$ cat src/rtl/fpa_pkg.sv
package fpa_pkg;
  localparam int EXP_W  = 8;
  localparam int MAN_W  = 23;
  localparam int SIG_W  = MAN_W + 1;        // with hidden one
  localparam int EXT_W  = SIG_W + 3;        // plus guard, round, sticky
  localparam int WORD_W = 1 + EXP_W + MAN_W;
  localparam int LZ_W   = $clog2(EXT_W + 1);
  localparam int EXS_W  = EXP_W + 2;        // signed working exponent

  localparam logic [EXP_W-1:0]  EXP_ONES = '1;
  localparam logic [WORD_W-1:0] QNAN_WORD =
    {1'b0, EXP_ONES, 1'b1, {(MAN_W-1){1'b0}}};

  typedef enum logic [1:0] {
    CLS_ZERO = 2'd0,
    CLS_NORM = 2'd1,
    CLS_INF  = 2'd2,
    CLS_NAN  = 2'd3
  } fp_cls_e;

  typedef struct packed {
    logic             sgn;
    logic [EXP_W-1:0] exp;
    logic [SIG_W-1:0] sig;
    fp_cls_e          cls;
  } fp_unp_t;

  // Right shift that folds every bit pushed out of the word into bit 0.
  function automatic logic [EXT_W-1:0] f_shr_sticky(
    input logic [EXT_W-1:0] v,
    input logic [EXP_W-1:0] amt
  );
    logic [EXT_W-1:0] lost_mask;
    logic [EXT_W-1:0] moved;
    lost_mask = ~({EXT_W{1'b1}} << amt);
    moved     = v >> amt;
    return {moved[EXT_W-1:1], moved[0] | (|(v & lost_mask))};
  endfunction

  // Number of zeros above the highest set bit; EXT_W when v is zero.
  function automatic logic [LZ_W-1:0] f_lzc(input logic [EXT_W-1:0] v);
    logic [LZ_W-1:0] cnt;
    cnt = LZ_W'(EXT_W);
    for (int i = 0; i < EXT_W; i++) begin
      if (v[i]) cnt = LZ_W'(EXT_W - 1 - i);
    end
    return cnt;
  endfunction

  // Round-to-nearest-even increment decision.
  function automatic logic f_rne_inc(
    input logic lsb,
    input logic guard,
    input logic rest
  );
    return guard & (rest | lsb);
  endfunction
endpackage

$ cat src/rtl/fpa_unpack.sv
module fpa_unpack
  import fpa_pkg::*;
(
  input  logic [WORD_W-1:0] word,
  input  logic              flip,
  output fp_unp_t           unp
);
  logic [EXP_W-1:0] exp_f;
  logic [MAN_W-1:0] frac_f;
  logic             exp_zero;
  logic             exp_full;

  assign exp_f    = word[WORD_W-2:MAN_W];
  assign frac_f   = word[MAN_W-1:0];
  assign exp_zero = (exp_f == '0);
  assign exp_full = (exp_f == EXP_ONES);

  always_comb begin
    unp.sgn = word[WORD_W-1] ^ flip;
    if (exp_zero) begin
      // subnormals are flushed: keep only the sign
      unp.exp = '0;
      unp.sig = '0;
      unp.cls = CLS_ZERO;
    end else begin
      unp.exp = exp_f;
      unp.sig = {1'b1, frac_f};
      if (!exp_full)           unp.cls = CLS_NORM;
      else if (frac_f == '0)   unp.cls = CLS_INF;
      else                     unp.cls = CLS_NAN;
    end
  end
endmodule

$ cat src/rtl/fpa_align.sv
module fpa_align
  import fpa_pkg::*;
(
  input  logic             clk,
  input  logic             rst_n,
  input  fp_unp_t          opa,
  input  fp_unp_t          opb,
  output logic             big_sgn,
  output logic [EXP_W-1:0] big_exp,
  output logic [EXT_W-1:0] big_ext,
  output logic [EXT_W-1:0] small_ext,
  output logic             eff_sub
);
  logic             swap;
  logic [EXP_W-1:0] small_exp;
  logic [SIG_W-1:0] big_sig;
  logic [SIG_W-1:0] small_sig;
  logic [EXP_W-1:0] exp_diff;

  // magnitude order decides which operand leads
  assign swap = {opb.exp, opb.sig} > {opa.exp, opa.sig};

  always_comb begin
    if (swap) begin
      big_sgn   = opb.sgn;
      big_exp   = opb.exp;
      big_sig   = opb.sig;
      small_exp = opa.exp;
      small_sig = opa.sig;
    end else begin
      big_sgn   = opa.sgn;
      big_exp   = opa.exp;
      big_sig   = opa.sig;
      small_exp = opb.exp;
      small_sig = opb.sig;
    end
  end

  assign eff_sub   = opa.sgn ^ opb.sgn;
  assign exp_diff  = big_exp - small_exp;
  assign big_ext   = {big_sig, 3'b000};
  assign small_ext = f_shr_sticky({small_sig, 3'b000}, exp_diff);

  AST_ALIGN_ORDER: assert property (@(posedge clk) disable iff (!rst_n)
    big_exp >= small_exp);
endmodule

$ cat src/rtl/fpa_round.sv
module fpa_round
  import fpa_pkg::*;
(
  input  logic              clk,
  input  logic              rst_n,
  input  logic              eff_sub,
  input  logic              big_sgn,
  input  logic [EXP_W-1:0]  big_exp,
  input  logic [EXT_W-1:0]  big_ext,
  input  logic [EXT_W-1:0]  small_ext,
  output logic [WORD_W-1:0] word,
  output logic              ovf
);
  localparam logic signed [EXS_W-1:0] S_ONE  = EXS_W'(1);
  localparam logic signed [EXS_W-1:0] S_ZERO = '0;
  localparam logic signed [EXS_W-1:0] S_EMAX = $signed({2'b00, EXP_ONES});

  logic [EXT_W:0]            raw_sum;
  logic                      cancel_zero;
  logic                      sum_carry;
  logic [LZ_W-1:0]           lead_zeros;
  logic [EXT_W-1:0]          norm;
  logic signed [EXS_W-1:0]   exp_in;
  logic signed [EXS_W-1:0]   exp_norm;
  logic signed [EXS_W-1:0]   exp_rnd;
  logic                      rnd_inc;
  logic [SIG_W:0]            rnd_sum;
  logic                      rnd_carry;
  logic [MAN_W-1:0]          frac_out;
  logic                      underflow;

  // add/subtract stage
  assign raw_sum = eff_sub ? ({1'b0, big_ext} - {1'b0, small_ext})
                           : ({1'b0, big_ext} + {1'b0, small_ext});
  assign cancel_zero = (raw_sum == '0);
  assign sum_carry   = raw_sum[EXT_W];
  assign lead_zeros  = f_lzc(raw_sum[EXT_W-1:0]);
  assign exp_in      = $signed({2'b00, big_exp});

  // normalize stage
  always_comb begin
    if (sum_carry) begin
      norm     = {raw_sum[EXT_W:2], raw_sum[1] | raw_sum[0]};
      exp_norm = exp_in + S_ONE;
    end else begin
      norm     = raw_sum[EXT_W-1:0] << lead_zeros;
      exp_norm = exp_in - $signed({{(EXS_W-LZ_W){1'b0}}, lead_zeros});
    end
  end

  // round stage
  assign rnd_inc   = f_rne_inc(norm[3], norm[2], norm[1] | norm[0]);
  assign rnd_sum   = {1'b0, norm[EXT_W-1:3]} + {{SIG_W{1'b0}}, rnd_inc};
  assign rnd_carry = rnd_sum[SIG_W];
  assign frac_out  = rnd_carry ? rnd_sum[MAN_W:1] : rnd_sum[MAN_W-1:0];
  assign exp_rnd   = rnd_carry ? (exp_norm + S_ONE) : exp_norm;

  assign underflow = !cancel_zero && (exp_norm <= S_ZERO);
  assign ovf       = !cancel_zero && !underflow && (exp_rnd >= S_EMAX);

  // pack stage
  always_comb begin
    if (cancel_zero)    word = '0;
    else if (underflow) word = {big_sgn, {(WORD_W-1){1'b0}}};
    else if (ovf)       word = {big_sgn, EXP_ONES, {MAN_W{1'b0}}};
    else                word = {big_sgn, exp_rnd[EXP_W-1:0], frac_out};
  end

  AST_NORM_LEAD: assert property (@(posedge clk) disable iff (!rst_n)
    !cancel_zero |-> norm[EXT_W-1]);
  AST_CARRY_ONLY_ADD: assert property (@(posedge clk) disable iff (!rst_n)
    sum_carry |-> !eff_sub);
endmodule

$ cat src/rtl/fp32_addsub.sv
module fp32_addsub
  import fpa_pkg::*;
(
  input  logic              clk,
  input  logic              rst_n,
  input  logic              in_valid,
  input  logic [WORD_W-1:0] op_a,
  input  logic [WORD_W-1:0] op_b,
  input  logic              do_sub,
  output logic              out_valid,
  output logic [WORD_W-1:0] result,
  output logic              flag_invalid,
  output logic              flag_overflow
);
  localparam int N_OPS = 2;

  fp_unp_t           opu [N_OPS];
  logic              big_sgn;
  logic [EXP_W-1:0]  big_exp;
  logic [EXT_W-1:0]  big_ext;
  logic [EXT_W-1:0]  small_ext;
  logic              eff_sub;
  logic [WORD_W-1:0] dp_word;
  logic              dp_ovf;

  logic              any_nan;
  logic              inf_clash;
  logic [WORD_W-1:0] final_word;
  logic              final_inv;
  logic              final_ovf;

  for (genvar gi = 0; gi < N_OPS; gi++) begin : g_unp
    fpa_unpack u_unp (
      .word (gi == 0 ? op_a : op_b),
      .flip (gi == 0 ? 1'b0 : do_sub),
      .unp  (opu[gi])
    );
  end

  fpa_align u_align (
    .clk       (clk),
    .rst_n     (rst_n),
    .opa       (opu[0]),
    .opb       (opu[1]),
    .big_sgn   (big_sgn),
    .big_exp   (big_exp),
    .big_ext   (big_ext),
    .small_ext (small_ext),
    .eff_sub   (eff_sub)
  );

  fpa_round u_round (
    .clk       (clk),
    .rst_n     (rst_n),
    .eff_sub   (eff_sub),
    .big_sgn   (big_sgn),
    .big_exp   (big_exp),
    .big_ext   (big_ext),
    .small_ext (small_ext),
    .word      (dp_word),
    .ovf       (dp_ovf)
  );

  // special-operand control and sign logic
  assign any_nan   = (opu[0].cls == CLS_NAN) || (opu[1].cls == CLS_NAN);
  assign inf_clash = (opu[0].cls == CLS_INF) && (opu[1].cls == CLS_INF) &&
                     (opu[0].sgn != opu[1].sgn);

  always_comb begin
    final_inv = 1'b0;
    final_ovf = 1'b0;
    if (any_nan) begin
      final_word = QNAN_WORD;
    end else if (inf_clash) begin
      final_word = QNAN_WORD;
      final_inv  = 1'b1;
    end else if (opu[0].cls == CLS_INF) begin
      final_word = {opu[0].sgn, EXP_ONES, {MAN_W{1'b0}}};
    end else if (opu[1].cls == CLS_INF) begin
      final_word = {opu[1].sgn, EXP_ONES, {MAN_W{1'b0}}};
    end else if ((opu[0].cls == CLS_ZERO) && (opu[1].cls == CLS_ZERO)) begin
      final_word = {opu[0].sgn & opu[1].sgn, {(WORD_W-1){1'b0}}};
    end else begin
      final_word = dp_word;
      final_ovf  = dp_ovf;
    end
  end

  always_ff @(posedge clk or negedge rst_n) begin
    if (!rst_n) begin
      out_valid     <= 1'b0;
      result        <= '0;
      flag_invalid  <= 1'b0;
      flag_overflow <= 1'b0;
    end else begin
      out_valid <= in_valid;
      if (in_valid) begin
        result        <= final_word;
        flag_invalid  <= final_inv;
        flag_overflow <= final_ovf;
      end
    end
  end

  AST_VALID_PIPE: assert property (@(posedge clk) disable iff (!rst_n)
    in_valid |=> out_valid);
  AST_VALID_DROP: assert property (@(posedge clk) disable iff (!rst_n)
    !in_valid |=> !out_valid);
  AST_OVF_INF: assert property (@(posedge clk) disable iff (!rst_n)
    (out_valid && flag_overflow) |->
      (result[WORD_W-2:0] == {EXP_ONES, {MAN_W{1'b0}}}));
  AST_INVALID_NAN: assert property (@(posedge clk) disable iff (!rst_n)
    (out_valid && flag_invalid) |-> (result == QNAN_WORD && !flag_overflow));
  AST_NAN_PASS: assert property (@(posedge clk) disable iff (!rst_n)
    (in_valid && op_a[WORD_W-2:MAN_W] == EXP_ONES && op_a[MAN_W-1:0] != '0) |=>
      (result == QNAN_WORD && !flag_invalid));
endmodule

$ cat config.mk
export PLATFORM = sky130hd
export DESIGN_NAME = fp32_addsub
export DESIGN_NICKNAME = d
export VERILOG_FILES = /design/src/rtl/fpa_pkg.sv /design/src/rtl/fpa_unpack.sv /design/src/rtl/fpa_align.sv /design/src/rtl/fpa_round.sv /design/src/rtl/fp32_addsub.sv
export SDC_FILE = /design/constraint.sdc
export NUM_CORES = 1
export LEC_CHECK = 0
export BUFFER_PORTS_ARGS = -buffer_cell sky130_fd_sc_hd__clkbuf_2
export CAP_MARGIN = 20
export CORE_MARGIN = 2
export CORE_UTILIZATION = 45
export CTS_CLUSTER_DIAMETER = 120
export DETAILED_ROUTE_END_ITERATION = 16
export GPL_TIMING_DRIVEN = 0
export PLACE_DENSITY = 0.67
export SYNTH_ARGS = -nofsm -noshare
export SYNTH_HDL_FRONTEND = slang
export SYNTH_SLANG_ARGS = --single-unit
$ cat constraint.sdc
create_clock -name clk -period 1.5 [get_ports clk]
set_clock_uncertainty 0.2 [all_clocks]
set_input_delay 0.075 -clock clk [delete_from_list [all_inputs] [get_ports clk]]
set_output_delay 0.075 -clock clk [all_outputs]
set_load 0.03 [all_outputs]
# Word-level counts from Yosys, hierarchy flattened
# Index checks and enable logic that the tools add are counted.
[op_classes]
bitwise_logic = 10
n_reduce_logical = 17
addsub = 7
n_lt_le_gt_ge = 3
n_eq_ne = 7
div_mod_pow = 0
mux = 58
shift = 3
n_mul = 0
[op_table]
columns = ["op", "count"]
rows = [
  ["2-to-1 mux 32 bit", 6],
  ["2-to-1 mux 5 bit", 16],
  ["2-to-1 mux 34 bit", 2],
  ["2-to-1 mux 31 bit", 2],
  ["2-to-1 mux 24 bit", 2],
  ["zero test 23 bit", 2],
  ["greater-than comparator 32 bit", 1],
  ["2-to-1 mux 4 bit", 8],
  ["adder 27 x 27 -> 28 bit", 1],
  ["zero test 28 bit", 1],
  ["2-to-1 mux 28 bit", 1],
  ["subtractor 27 x 27 -> 28 bit", 1],
  ["bitwise AND 27 bit", 1],
  ["2-to-1 mux 27 bit", 1],
  ["inverter 27 bit", 1],
  ["OR reduction 27 bit", 1],
  ["left shift 27 x 5 -> 27 bit", 1],
  ["left shift 27 x 8 -> 27 bit, first input constant", 1],
  [">> shifter 27 x 8 -> 27 bit", 1],
  ["adder 24 x 1 -> 25 bit", 1],
  ["2-to-1 mux 23 bit", 1],
  ["2-to-1 mux 10 bit", 2],
  ["== test 8 bit, second input constant", 2],
  ["zero test 8 bit", 2],
  ["other kinds (18)", 47],
]
[word_totals]
latch_bits = 0
output_inout_bits = 35
mem_bits_ro = 0
in_bits = 68
regBits = 35
ramBits = 0
n_memories = 0

# Longest topological paths before layout
[logic_depth]
word_depth = 58
depth_mapped = 77
ltp_nobuf = 61

# Hierarchy
# From an unflattened synthesis, not the netlist that was laid out.
[unflattened]
cells_unflattened = 2028
hier_area_um2 = 13854.5
[by_module_without_submodules]
columns = ["module", "seq_area_each_um2", "n_inst", "area_each_um2", "cells_per_inst"]
rows = [
  ["fpa_round", 0.0, 1, 7494.7, 1150],
  ["fpa_align", 0.0, 1, 4097.7, 615],
  ["fp32_addsub", 875.8, 1, 1514.0, 163],
  ["fpa_unpack", 0.0, 2, 374.1, 50],
]

# Worst setup path before layout
# Ideal clock, no wire load.
[synth_timing]
kind = "input port to flip-flop"
startpoint = "in op_b[23]"
endpoint = "reg result[14]"
slack_ps = -13292
stages = 75
path_buffers = 21
arrival_time_ps = 14442
setup_ps = 151
cell_sequence = "or4_1 > nor2_1 > inv_2 > clkbuf_1 > clkbuf_1 > buf_1 > nand2_1 > inv_1 > ha_1 > nand4_1 > a2111oi_2 > o41ai_4 > nand2_1 > buf_2 > buf_2 > buf_2 > buf_1 > clkbuf_1 > [... 39 more ...] > buf_6 > buf_4 > buf_4 > ha_1 > inv_1 > fa_1 > a21o_1 > a21oi_1 > nor2b_1 > nor4_1 > nor2_1 > xnor2_1 > o311ai_0 > nand2b_1 > inv_1 > o211ai_4 > buf_6 > o32ai_2"
[synth_via]
elab_chain_cells = 56
elab_cells_between_ends = 82
classes_between = "7 x add/sub; 3 x order compare; 3 x eq/ne; 3 x shift; 46 x mux; 7 x bitwise; 13 x reduce/logical"
[synth_lines]
columns = ["item", "line", "rtl"]
rows = [
  ["from (decl)", "fp32_addsub.sv:8", "input logic [WORD_W-1:0] op_b,"],
  ["zero test 8 bit", "fpa_unpack.sv:15", "assign exp_zero = (exp_f == '0);"],
  ["2-to-1 mux 34 bit (*)", "fpa_unpack.sv:20", "if (exp_zero) begin"],
  ["greater-than comparator 32 bit", "fpa_align.sv:21", "assign swap = {opb.exp, opb.sig} > {opa.exp, opa.sig};"],
  ["2-to-1 mux 8 bit", "fpa_align.sv:24", "if (swap) begin"],
  ["subtractor 8 bit", "fpa_align.sv:40", "assign exp_diff = big_exp - small_exp;"],
  ["left shift 27 x 8 -> 27 bit", "fpa_pkg.sv:35", "lost_mask = ~({EXT_W{1'b1}} << amt);"],
  ["inverter 27 bit", "fpa_pkg.sv:35", ""],
  ["bitwise AND 27 bit", "fpa_pkg.sv:37", "return {moved[EXT_W-1:1], moved[0] | (|(v & lost_mask))};"],
  ["[... 40 more ...]", "-", ""],
  ["2-to-1 mux 31 bit", "fpa_round.sv:65", "else if (ovf) word = {big_sgn, EXP_ONES, {MAN_W{1'b0}}};"],
  ["2-to-1 mux 31 bit", "fpa_round.sv:64", "else if (underflow) word = {big_sgn, {(WORD_W-1){1'b0}}};"],
  ["2-to-1 mux 32 bit", "fpa_round.sv:63", "if (cancel_zero) word = '0;"],
  ["2-to-1 mux 32 bit", "fp32_addsub.sv:81", "end else if ((opu[0].cls == CLS_ZERO) && (opu[1].cls == CLS_ZERO)) begin"],
  ["2-to-1 mux 32 bit", "fp32_addsub.sv:79", "end else if (opu[1].cls == CLS_INF) begin"],
  ["2-to-1 mux 32 bit", "fp32_addsub.sv:77", "end else if (opu[0].cls == CLS_INF) begin"],
  ["2-to-1 mux 32 bit", "fp32_addsub.sv:74", "end else if (inf_clash) begin"],
  ["2-to-1 mux 32 bit (*)", "fp32_addsub.sv:72", "if (any_nan) begin"],
  ["to (signal assigned)", "fp32_addsub.sv:98", "result <= final_word;"],
  ["to (decl)", "fp32_addsub.sv:11", "output logic [WORD_W-1:0] result,"],
]
# Every way passes the cells marked *; elsewhere a longest branch is shown, timed or not.
# A chain may end at the register's enable or synchronous reset.

# Worst setup path in the final report
[layout_timing]
startpoint = "in op_b[30]"
endpoint = "reg result[16]"
# The elaborated chain is that of the path after synthesis.

==> flow_results.xml <==
<?xml version="1.0" encoding="UTF-8"?>
<metrics>
  <group name="outcome">
    <metric name="result_of_the_run" unit="">finished with violations</metric>
    <metric name="failed_checks" unit="">setup timing</metric>
  </group>
  <group name="timing">
    <metric name="final-hold-violation-count" unit="">0</metric>
    <metric name="fmaxAchievable" unit="MHz">75.5</metric>
    <metric name="timing.final.max_slew_violations" unit="">0</metric>
    <metric name="post-route-worst-setup-slack" unit="ns">-11.74</metric>
    <metric name="report.final.setup_viol" unit="">34</metric>
    <metric name="min_period_over_period" unit="">8.83</metric>
    <metric name="slew_headroom" unit="">0.187</metric>
    <metric name="final_sum_of_negative_setup_slack" unit="ns">-383.81</metric>
    <metric name="finalWorstPathRequiredPeriod" unit="ns">13.24</metric>
    <metric name="holdWs" unit="ns">0.204</metric>
    <metric name="tightest_slew" unit="ns">1.21</metric>
    <metric name="grt_setup_unrepaired" unit="">yes</metric>
  </group>
  <group name="synthesis">
    <metric name="syn_area_per_cell" unit="sq um">6.75</metric>
    <metric name="post_synth_main_area_contributors" unit="">ha_1 8.3%, nand2_1 6.9%, dfrtp_1 6.3%, a21oi_1 5.8%, nor2_1 4.9%</metric>
    <metric name="synth-warning-count" unit="">0</metric>
    <metric name="synth.yosys.seq_area_share" unit="">0.0632</metric>
    <metric name="netlist_instances" unit="">2052</metric>
    <metric name="synth_seq_cells" unit="">35</metric>
    <metric name="netlist_area" unit="sq um">13800</metric>
    <metric name="synth_top_flop_cell" unit="">dfrtp_1</metric>
    <metric name="synth_largest_area_cell" unit="">ha_1</metric>
    <metric name="synthArstFlopShare" unit="">1.00</metric>
    <metric name="post-synth-top-area-fraction" unit="">0.0831</metric>
    <metric name="synthDistinctLibCells" unit="">129</metric>
    <metric name="synth_edf_count" unit="">0</metric>
    <metric name="mappedNetlistNets" unit="">2214</metric>
  </group>
  <group name="setup_path">
    <metric name="critical_path.startpoint" unit="">op_b[30]</metric>
    <metric name="worstPathBufferInverterCount" unit="">25</metric>
    <metric name="cp_common_cell" unit="">buf_8</metric>
    <metric name="cpMaxStageDelayCell" unit="">or4_4</metric>
    <metric name="timing.critical_path.depth" unit="">77</metric>
    <metric name="r2r_cells" unit="">4</metric>
    <metric name="timing.setup.critical_path_class" unit="">in2reg</metric>
    <metric name="cpLargestDelayFamily" unit="">compound AO/OA/AOI/OAI gates</metric>
    <metric name="critical_path_arrival" unit="ns">13.22</metric>
    <metric name="crit_path_max_incr_delay" unit="ns">0.54</metric>
    <metric name="ff2ff_setup_slack" unit="ns">0.26</metric>
    <metric name="worst_setup_path_endpoint" unit="">result[16]</metric>
    <metric name="endpoint_kind" unit="">register</metric>
    <metric name="rr_startpoint" unit="">result[24]</metric>
    <metric name="critical_path_required" unit="ns">1.48</metric>
    <metric name="critical_path_peak_fanout" unit="">8</metric>
    <metric name="critical_path.startpoint_type" unit="">input port</metric>
    <metric name="reg2reg_to" unit="">result[24]</metric>
  </group>
  <group name="cells_and_area">
    <metric name="fin_util" unit="">0.629</metric>
    <metric name="layout_common_cells" unit="">226 x nand2_1, 192 x buf_4, 161 x nor2_1</metric>
    <metric name="area_growth_from_synthesis_to_final_layout" unit="%">38.2</metric>
    <metric name="n_fill_cell" unit="">2690</metric>
    <metric name="instances_no_fill" unit="">2742</metric>
    <metric name="num-nets-final" unit="">2507</metric>
    <metric name="insertedDiodeCount" unit="">0</metric>
    <metric name="final_layout_size_suffix_gt1_frac" unit="">0.338</metric>
    <metric name="layout_commonest_cell" unit="">nand2_1</metric>
    <metric name="post_layout_inst_area" unit="sq um">19100</metric>
  </group>
  <group name="power_and_ir_drop">
    <metric name="static-leakage-power" unit="nW">8.03</metric>
    <metric name="p_per_area" unit="nW/um^2">1270</metric>
    <metric name="peak_supply_drop" unit="V">0.000983</metric>
  </group>
  <group name="clock_network">
    <metric name="tritoncts" unit="">built</metric>
    <metric name="ctsRootBufferMaster" unit="">clkbuf_16</metric>
    <metric name="cts.clk_slew.worst_paths" unit="ns">0.06</metric>
    <metric name="cts_bufs_inserted" unit="">5</metric>
    <metric name="cts.htree.levels" unit="">2</metric>
    <metric name="clock_path_buffers" unit="">2</metric>
    <metric name="worst_skew_pair.late_latency" unit="ns">0.28</metric>
    <metric name="cts_sinks" unit="">35</metric>
  </group>
  <group name="placed_design">
    <metric name="io_buffers" unit="">102</metric>
    <metric name="post-place-cells" unit="">2551</metric>
    <metric name="placement.cell_area" unit="sq um">15300</metric>
    <metric name="routabilityCongestion" unit="">1.04</metric>
    <metric name="dp.final_hpwl" unit="microns">55200</metric>
  </group>
  <group name="global_routing">
    <metric name="largest_net_degree_at_the_start_of_global_routing" unit="">36</metric>
    <metric name="grt_use_total" unit="">0.419</metric>
    <metric name="overall_overflow_remaining_after_global_route" unit="">0</metric>
    <metric name="vias_in_the_first_global_route" unit="">17600</metric>
    <metric name="grt_antenna_before_repair" unit="">1</metric>
    <metric name="grt_first_pass_wirelength" unit="microns">107000</metric>
  </group>
  <group name="floorplan">
    <metric name="ioPinCount" unit="">103</metric>
    <metric name="die_x" unit="microns">179</metric>
    <metric name="floorplan.initialDensity" unit="">0.455</metric>
    <metric name="core-area" unit="sq um">30400</metric>
    <metric name="rows" unit="">64</metric>
    <metric name="floorplan.die_area" unit="sq um">32200</metric>
    <metric name="die_y" unit="microns">179</metric>
  </group>
  <group name="route">
    <metric name="drt_wl_total" unit="microns">73300</metric>
    <metric name="vias_per_cell" unit="">6.98</metric>
    <metric name="drt-wirelength-per-cell" unit="microns">26.7</metric>
    <metric name="drtPass1Iterations" unit="">6</metric>
    <metric name="route.antenna.remaining_nets" unit="">0</metric>
    <metric name="drtIter0Drc" unit="">2606</metric>
    <metric name="num_vias" unit="">19100</metric>
    <metric name="post-route-drc-count" unit="">0</metric>
  </group>
  <group name="run">
    <metric name="drv.max_cap_violation_count" unit="">0</metric>
  </group>
  <group name="min_path">
    <metric name="hold_path.class" unit="">in2reg</metric>
  </group>
</metrics>
Yosys cell counts (all sizes together), types with 7 or more instances:
master and instances:
a21oi 165, and2 28, nand2 257, nand2b 24, ha 92, o311ai 9, o21bai 18, mux2 14
a31oi 33, a21o 21, o21ai 136, a22oi 15, and3 19, nor4 20, inv 136, or2 14
a22o 17, nand3 64, buf 62, nand4 42, nor2b 17, nor3 82, dfrtp 35, and4 9
o22ai 25, a211o 13, xnor2 38, or4 17, xor2 20, a2111oi 11, or3 17, o21a 21
mux4 15, mux2i 39, nor2 184, o211ai 37, a211oi 42, clkbuf 76, o221ai 7, o31ai 24
a221oi 18, o32ai 18
worst reg2reg max path: cells and delay by family (launching register included):
family	cells	cell delay (ns)
and+or+nand+nor	2	0.27
DFF	1	0.37
AOI/OAI and AO/OA	2	0.28
cells by family after synthesis:
kind of cell,after synthesis,synth area share
AOI/OAI and AO/OA,706,0.368
xor gates and xnor gates,58,0.0372
adders and majority gates,94,0.0860
buffers and inverters,275,0.0855
DFF,35,0.0632
muxes,68,0.0640
and+or+nand+nor,816,0.296
state kept, by name, indices dropped and copies added (netlist names):
signal	count
out_valid	1
result	32
flag_overflow	1
flag_invalid	1
area by class of cell:
type / instances / area (sq um) / share of cell area
multi-input combinational: 1742 / 13800 / 0.723
timing repair buffer: 300 / 2190 / 0.114
buffer: 124 / 1030 / 0.0539
sequential: 35 / 876 / 0.0458
inverter: 137 / 541 / 0.0282
tap: 396 / 495 / 0.0259
clock buffer: 6 / 139 / 0.00726
clock inverter: 2 / 35.0 / 0.00183
report_power, final:
part / switching (mW) / internal (mW) / total [mW]
Clock: 0.419 / 0.827 / 1.25
Sequential: 0.223 / 1.32 / 1.55
Combinational: 13.4 / 8.07 / 21.5
per-stage QoR:
step / setup slack [ns] / total power [mW]
floorplan: -10.85 / 12.9
global placement: -14.67 / 17.9
detailed placement: -14.77 / 17.9
CTS: -11.59 / 21.5
global route: -12.09 / 25.3
finish: -11.74 / 24.3
metal layers:
layer  vias up  global-route usage  share of wire
li1       8285                   -              -
met1      9143               0.571           0.40
met2      1420               0.662           0.44
met3       287              0.0774           0.11
met4         0               0.150          0.050
met5         -                   0              0
worst min-delay path by stage:
stage,from,to,slack [ns],depth (start not counted)
after floorplan,rst_n,flag_invalid,-0.42,0
after global placement,in_valid,out_valid,-0.002,1
final,op_a[30],result[31],0.20,6
after CTS,op_a[27],result[31],0.20,6
after detailed placement,in_valid,out_valid,-0.0006,1
after global routing,in_valid,flag_invalid,0.25,3
timing repair:
| action | 4_1_cts | 5_1_grt |
|---|---|---|
| endpoints found under the setup margin | 34 | 34 |
| setup buffers | 114 | 78 |
| pin swaps | 89 | 87 |
| endpoints found under the hold margin | 37 | 0 |
| hold buffers | 3 | 0 |
| cloned | 3 | 0 |
| gates resized for setup | 247 | 209 |
Power figures use the tool's default switching activity.
